`config.mk`:
```
export PLATFORM = sky130hd
export DESIGN_NAME = sdram_lp_seq
export DESIGN_NICKNAME = d
export VERILOG_FILES = /design/src/rtl/sdram_lp_seq.sv
export SDC_FILE = /design/constraint.sdc
export NUM_CORES = 1
export LEC_CHECK = 0
export ABC_CLOCK_PERIOD_IN_PS = 4700
export BUFFER_PORTS_ARGS = -buffer_cell sky130_fd_sc_hd__buf_2
export CAP_MARGIN = 30
export CORE_MARGIN = 1.5
export CORE_UTILIZATION = 61
export DETAILED_ROUTE_END_ITERATION = 10
export GPL_ROUTABILITY_DRIVEN = 0
export HOLD_SLACK_MARGIN = 0.06
export PLACE_DENSITY = 0.8
export SLEW_MARGIN = 20
export SYNTH_ARGS = -nofsm -noshare
export SYNTH_HDL_FRONTEND = slang
export SYNTH_SLANG_ARGS = --single-unit
```
`constraint.sdc`:
```
create_clock -name clk -period 4.7 [get_ports clk]
set_input_delay 0.235 -clock clk [delete_from_list [all_inputs] [get_ports clk]]
set_output_delay 0.235 -clock clk [all_outputs]
set_load 0.1 [all_outputs]
```
`src/rtl/sdram_lp_seq.sv`:
```
module sdram_lp_seq #(
  parameter int MODE_W     = 3,
  parameter int CODE_W     = 4,
  parameter int BASE_SHIFT = 4
) (
  input  logic              clk,
  input  logic              rst_n,
  input  logic              idle_i,
  input  logic              new_req_i,
  input  logic              cfg_wr_i,
  input  logic [MODE_W-1:0] cfg_mode_i,
  input  logic [CODE_W-1:0] cfg_pd_code_i,
  input  logic [CODE_W-1:0] cfg_sr_code_i,
  output logic              pd_enter_o,
  output logic              sr_enter_o,
  output logic              exit_o,
  output logic              req_o,
  output logic [1:0]        lp_state_o
);

  localparam int CNT_W = BASE_SHIFT + (1 << CODE_W);
  localparam logic [MODE_W-1:0] MODE_PD = MODE_W'(1);
  localparam logic [MODE_W-1:0] MODE_SR = MODE_W'(2);

  typedef enum logic [1:0] {ST_NORM = 2'd0, ST_PD = 2'd1, ST_SR = 2'd2} lp_state_t;

  lp_state_t         state;
  logic [MODE_W-1:0] shd_mode, act_mode;
  logic [CODE_W-1:0] shd_pd, shd_sr, act_pd, act_sr;
  logic              shd_pend, req_hold;
  logic [CNT_W-1:0]  idle_cnt, limit;

  wire copy_now = shd_pend && (state == ST_NORM);
  wire mode_pd  = (act_mode == MODE_PD);
  wire mode_sr  = (act_mode == MODE_SR);
  wire auto_on  = mode_pd || mode_sr;
  wire [CODE_W-1:0] sel_code = mode_sr ? act_sr : act_pd;

  assign limit = CNT_W'(1) << (BASE_SHIFT + 32'(sel_code));

  wire hit     = (idle_cnt == limit - CNT_W'(1));
  wire counting = (state == ST_NORM) && !copy_now && auto_on && idle_i && !new_req_i;
  wire go_low  = counting && hit;

  assign lp_state_o = state;

  always_ff @(posedge clk or negedge rst_n) begin
    if (!rst_n) begin
      shd_mode <= '0;
      shd_pd   <= '0;
      shd_sr   <= '0;
      shd_pend <= 1'b0;
      act_mode <= '0;
      act_pd   <= '0;
      act_sr   <= '0;
    end else begin
      if (cfg_wr_i) begin
        shd_mode <= cfg_mode_i;
        shd_pd   <= cfg_pd_code_i;
        shd_sr   <= cfg_sr_code_i;
        shd_pend <= 1'b1;
      end else if (copy_now) begin
        shd_pend <= 1'b0;
      end
      if (copy_now) begin
        act_mode <= shd_mode;
        act_pd   <= shd_pd;
        act_sr   <= shd_sr;
      end
    end
  end

  always_ff @(posedge clk or negedge rst_n) begin
    if (!rst_n) idle_cnt <= '0;
    else if (!counting || hit) idle_cnt <= '0;
    else idle_cnt <= idle_cnt + CNT_W'(1);
  end

  always_ff @(posedge clk or negedge rst_n) begin
    if (!rst_n) begin
      state      <= ST_NORM;
      pd_enter_o <= 1'b0;
      sr_enter_o <= 1'b0;
      exit_o     <= 1'b0;
      req_o      <= 1'b0;
      req_hold   <= 1'b0;
    end else begin
      pd_enter_o <= 1'b0;
      sr_enter_o <= 1'b0;
      exit_o     <= 1'b0;
      req_hold   <= 1'b0;
      req_o      <= req_hold || ((state == ST_NORM) && new_req_i);
      case (state)
        ST_NORM: if (go_low) begin
          state      <= mode_sr ? ST_SR : ST_PD;
          pd_enter_o <= mode_pd;
          sr_enter_o <= mode_sr;
        end
        default: if (new_req_i) begin
          state    <= ST_NORM;
          exit_o   <= 1'b1;
          req_hold <= 1'b1;
        end
      endcase
    end
  end

  assert_one_event_R9: assert property (@(posedge clk) disable iff (!rst_n)
    $onehot0({pd_enter_o, sr_enter_o, exit_o})) else $error("R9 events overlap");

  assert_pulse_width_R9: assert property (@(posedge clk) disable iff (!rst_n)
    (pd_enter_o || sr_enter_o) |=> !(pd_enter_o || sr_enter_o)) else $error("R9 entry pulse too wide");

  assert_pd_state_R5: assert property (@(posedge clk) disable iff (!rst_n)
    pd_enter_o |-> (lp_state_o == 2'd1)) else $error("R5 power-down state");

  assert_sr_state_R5: assert property (@(posedge clk) disable iff (!rst_n)
    sr_enter_o |-> (lp_state_o == 2'd2)) else $error("R5 self-refresh state");

  assert_exit_then_req_R6: assert property (@(posedge clk) disable iff (!rst_n)
    exit_o |=> req_o) else $error("R6 request not forwarded after exit");

  assert_exit_from_low_R6: assert property (@(posedge clk) disable iff (!rst_n)
    exit_o |-> (lp_state_o == 2'd0) && ($past(lp_state_o) != 2'd0)) else $error("R6 exit without low state");

  assert_disabled_no_entry_R2: assert property (@(posedge clk) disable iff (!rst_n)
    ((state == ST_NORM) && !auto_on) |=> !(pd_enter_o || sr_enter_o)) else $error("R2 entry while disabled");

  assert_req_blocks_entry_R10: assert property (@(posedge clk) disable iff (!rst_n)
    ((state == ST_NORM) && new_req_i) |=> !(pd_enter_o || sr_enter_o)) else $error("R10 entry despite request");

  assert_active_frozen_R8: assert property (@(posedge clk) disable iff (!rst_n)
    (state != ST_NORM) |=> ($stable(act_mode) && $stable(act_pd) && $stable(act_sr)))
    else $error("R8 active settings changed in low-power state");

endmodule

```
* After elaboration in Yosys (flattened, before gate mapping)
Index checks and enable logic that the tools add are counted.
** Storage, ports and cells
- Logic and storage cells :: 52
- Flip-flop bits (word level) :: 49
- Output and inout port bits :: 6
** Operators by class
- Reductions and logical operators :: 17
- Eq/ne operators :: 4
- Add/sub/neg operators :: 3
- Shift-type cells :: 1
- Mux-type cells :: 14
** Operator list (count)
- $add 20x1->20 const B :: 1
- $eq 20x20->1 :: 1
- $mux 20 :: 1
- $shl 1x5->20 const A :: 1
- $sub 20x1->20 const B :: 1
- $mux 1 :: 8
- $mux 2 :: 4
- $logic_and 1x1->1 :: 7
- $add 3x4->5 const A :: 1
- $mux 4 :: 1
- $reduce_bool 2->1 :: 2
- $eq 3x1->1 const B :: 1
- $eq 3x2->1 const B :: 1
- $logic_not 1->1 :: 3
- $logic_or 1x1->1 :: 3
- $logic_not 2->1 :: 1
- $ne 2x2->1 const B :: 1
- $reduce_and 2->1 :: 1

* Longest topological paths before layout
- Word-level depth :: 10
- Depth in mapped cells :: 20
- Mapped depth without buffers :: 15

* Worst setup path before layout
OpenSTA, ideal clock, no wires.
- Path kind :: register to register
- Start point :: register act_mode[0]
- End point :: register idle_cnt[10]
- Arrival :: 4118 ps
- Clock period less this slack :: 4255 ps
- Path buffers :: 4
- Setup slack :: 445 ps
- Cell stages (with the launch flop) :: 20
- Path through :: dfrtp_1 or3b_1 buf_6 a21oi_2 inv_1 ha_1 or2_2 clkbuf_1 nor2_1 nand3_1 ha_1 xnor2_1 nor2_1 or4b_2 o21ai_0 nand4_1 and4b_1 buf_6 buf_8 a21oi_1
** On the way
- Word-level cells in the longest chain between the ends :: 8
- Elaborated cells on any way between the ends :: 14
- Classes of those cells :: add/sub (2); eq/ne (3); shift (1); mux (2); reduce/logical (6)
** Ends and longest elaborated chain
- from (decl) :: RTL line 28 : logic [MODE_W-1:0] shd_mode, act_mode;
- from (signal assigned) :: RTL line 66 : act_mode <= shd_mode;
- $eq 3x2->1 or $eq 3x1->1 (tied branches) :: RTL line 35, 34
- $mux 4 or $logic_or 1x1->1 (tied branches) :: RTL line 37, 36
- $add 3x4->5 or $logic_and 1x1->1 (tied branches) :: RTL line 39, 42
- $shl 1x5->20 or $logic_and 1x1->1 (tied branches) :: RTL line 39, 42
- $sub 20x1->20 or $logic_and 1x1->1 (tied branches) :: RTL line 41, 42
- $eq 20x20->1 or $logic_not 1->1 (tied branches) :: RTL line 41, 75
- $logic_or 1x1->1 (*) :: RTL line 75 : else if (!counting || hit) idle_cnt <= '0;
- $mux 20 (*) :: RTL line 75
- to (signal assigned) :: RTL line 76 : else idle_cnt <= idle_cnt + CNT_W'(1);
- to (decl) :: RTL line 31 : logic [CNT_W-1:0] idle_cnt, limit;
Mark *: on every way between the ends. The rest lies on a longest branch, timed or not.
A chain may end at the register's enable or synchronous reset.

* Final worst setup path
Ends and elaborated chain as after synthesis.

==> run summary <==
Outcome - completed
Post-Synthesis Cells - 358
1st-pass router iterations - 6
Placed Instance Area - 3550 sq um
Global Route met3 Usage - 5.06%
TNS Setup - 0 ns
Cell chain of the critical path - or3b_1 > buf_4 > nand2_1 > nand2_1 > ha_1 > or2_2 > nor2_2 > nand3_1 > ha_1 > xnor2_1 > nor2_1 > or4b_2 > o21ai_0 > nand4_1 > and4b_1 > buf_4 > a21oi_1
EDFF count, synth - 0
Sink Count - 49
Post-synth cell types - 66
Post-DP HPWL - 6.08 mm
Static leakage - 0.00158 uW
Yosys Warn Count - 0
CP max FO - 18
Clock skew - 0.00822 ns
Critical path arrival - 4.62 ns
Die ar. - 6060 sq um
Buf+Inv Stages, Crit Path - 2
Detailed-route via count - 2904
Period minus WS final - 4.47 ns
Residual DRC count - 0
Power density over the cells - 360 nW/um^2
Seq/Total Area, Yosys - 35.9%
DRT iter0 DRCs - 353
Post-synth ARST share - 100%
Syn Nets - 377
Nets@finish - 389
GR Util met2 - 48.9%
Fillers - 431
Ratio of cells with drive above 1 in the final layout - 21.3%
Most frequent cells in the layout - 49 x dfrtp_1, 32 x nand2_1, 24 x mux2_2, 24 x a21oi_1, 21 x buf_2
Main synth FF type - dfrtp_1
Area Overhead vs Synth - 8.68%
Relative slew slack - 47.3%
Seq cells post-synth - 49
Post-route clock period utilization - 95.2%
Starting Density - 62.8%
Largest net degree at the start of global routing - 27
M1 GR Usage - 40.0%
Die extent in x - 77.8 um
Final WS setup - 0.227 ns
Antenna cells - 0
Top-Level Pins - 22
Drt total wl - 8.38 mm
Overall routing resource usage - 29.9%
Fin. Hold Viols - 0
Max Slew Vio Count - 0
Mean Syn Cell Area - 9.54 sq um
Htree depth - 2
Routed len/inst - 18.9 um
Initial antenna violation count - 0
Critical Path End Type - flop
Wire length of the first global-routing pass - 14.2 mm
Total clock buffers created by CTS - 5
Worst-case clock buffer depth - 2
Max_cap viols - 0
CP top delay family - simple AND/OR/NAND/NOR gates
Vert. Die Dim - 77.8 um
Fmax - 224 MHz
Worst Tran Pin Value - 0.788 ns
Crit path required time - 4.84 ns
Post-Place Cells - 434
CP max-delay cell - or4b_2
Antenna Nets Post-Route - 0
CP Class - reg2reg
Row Count - 27
Pre-CTS setup slack - 0.239 ns
Startpoint Class - flop
RSZ-0062 raised after global routing - no
Final setup vio count - 0
GRT busiest layer - met2
Fin area - 3710 sq um
I/O Buffers - 21
Hold Crit Class - in2reg
Most common cell after layout, fill and taps aside - dfrtp_1
Max VDD drop - 0.307 mV
Worst skew pair latency - 0.30 ns
Gr ovfl total - 0
CP peak stage delay - 0.57 ns
Syn Std Cell Area - 3410 sq um
Post-DR vias/cell - 6.56
Clock Root Buffer - clkbuf_8
Power Total - 1340 uW
CTS tree - built
Clock transition at the registers of the reported paths - 0.09 ns
Vias in the first global route - 2871
Core area - 5440 sq um
Final std cells w/o fill - 443
-- metal layers --
metal	vias up	part of all wire, %
li1	1340	-
met1	1409	42
met2	138	48
met3	17	7.4
met4	0	2.1
met5	-	0
-- what timing repair did --
item | CTS | global route
buffers inserted | 0 | 0
endpoints found under the hold margin | 23 | 0
endpoints found under the setup margin | 0 | 24
gates resized for setup | 0 | 3
hold buffers | 1 | 0
-- kinds of logic (layout without fill, tap and decap cells) --
family | after synthesis | in the layout | share of synthesized area [%]
AOI/OAI and AO/OA | 71 | 71 | 14.7
xor gates and xnor gates | 25 | 25 | 6.82
adders and majority gates | 3 | 3 | 1.10
buffers and inverters | 31 | 44 | 4.43
DFF | 49 | 49 | 35.9
muxes | 37 | 37 | 12.8
and+or+nand+nor | 142 | 142 | 24.3
-- path summary, 6_finish.rpt --
check                      depth (start not counted)  slack, ns            to             start
setup / recovery                                  17       0.23  idle_cnt[10]       act_mode[0]
hold / removal                                     2       0.15     shd_pd[2]  cfg_pd_code_i[2]
setup reg to reg                                  17       0.23  idle_cnt[10]       act_mode[0]
hold reg to reg                                    1       0.48         req_o          req_hold
max in group asynchronous                          3       3.66     act_sr[3]             rst_n
min in group asynchronous                          2       0.47   idle_cnt[7]             rst_n
-- final cells by class --
class | instances | area (sq um) | area share (%)
inverters | 6 | 22.5 | 0.607
flip-flops and latches | 49 | 1230 | 33.0
multi-input cells | 278 | 2050 | 55.3
repair buffers | 30 | 188 | 5.06
clock buffers | 5 | 68.8 | 1.85
clock inverters | 3 | 65.1 | 1.75
well taps | 72 | 90.1 | 2.43
-- Yosys cell counts, types with 7 or more instances --
library cell / number / area [sq um]
mux2_2: 24 / 270
xnor2_1: 20 / 175
nor2_1: 19 / 71.3
clkbuf_1: 19 / 71.3
nor3b_1: 9 / 67.6
o21ai_0: 7 / 35.0
a21oi_1: 24 / 120
nand2b_1: 7 / 43.8
dfrtp_1: 49 / 1230
and3_1: 10 / 62.6
nand2_1: 32 / 120
nand3_1: 13 / 65.1
mux2i_1: 9 / 90.1
-- flip-flops by register name (all words and copies together) (netlist names) --
name        count
req_o           1
shd_pd          4
act_mode        3
shd_pend        1
sr_enter_o      1
lp_state_o      2
pd_enter_o      1
shd_mode        3
act_sr          4
req_hold        1
act_pd          4
shd_sr          4
idle_cnt       20
-- where the power goes --
part | switching, uW | total (uW) | internal (uW)
Combinational | 297 | 504 | 207
Sequential | 37.9 | 484 | 446
Clock | 139 | 350 | 211
Total | 473 | 1340 | 864
-- worst reg2reg max path: cells and delay by family, from the launching register on --
kind                       cells  cell delay [ns]
AOI/OAI and AO/OA              2             0.28
xor gates and xnor gates       1             0.17
adders and majority gates      2             0.51
buffers and inverters          2             0.49
DFF                            1             0.47
and+or+nand+nor               10             2.40
-- through the flow --
step | hold slack, ns | util [%]
after floorplan | -0.0606 | -
after global placement | 0.459 | 65.0
after detailed placement | 0.270 | 65.3
after CTS | 0.151 | 68.0
after global routing | 0.155 | 68.2
final | 0.154 | 68.2
Power figures use the tool's default switching activity.
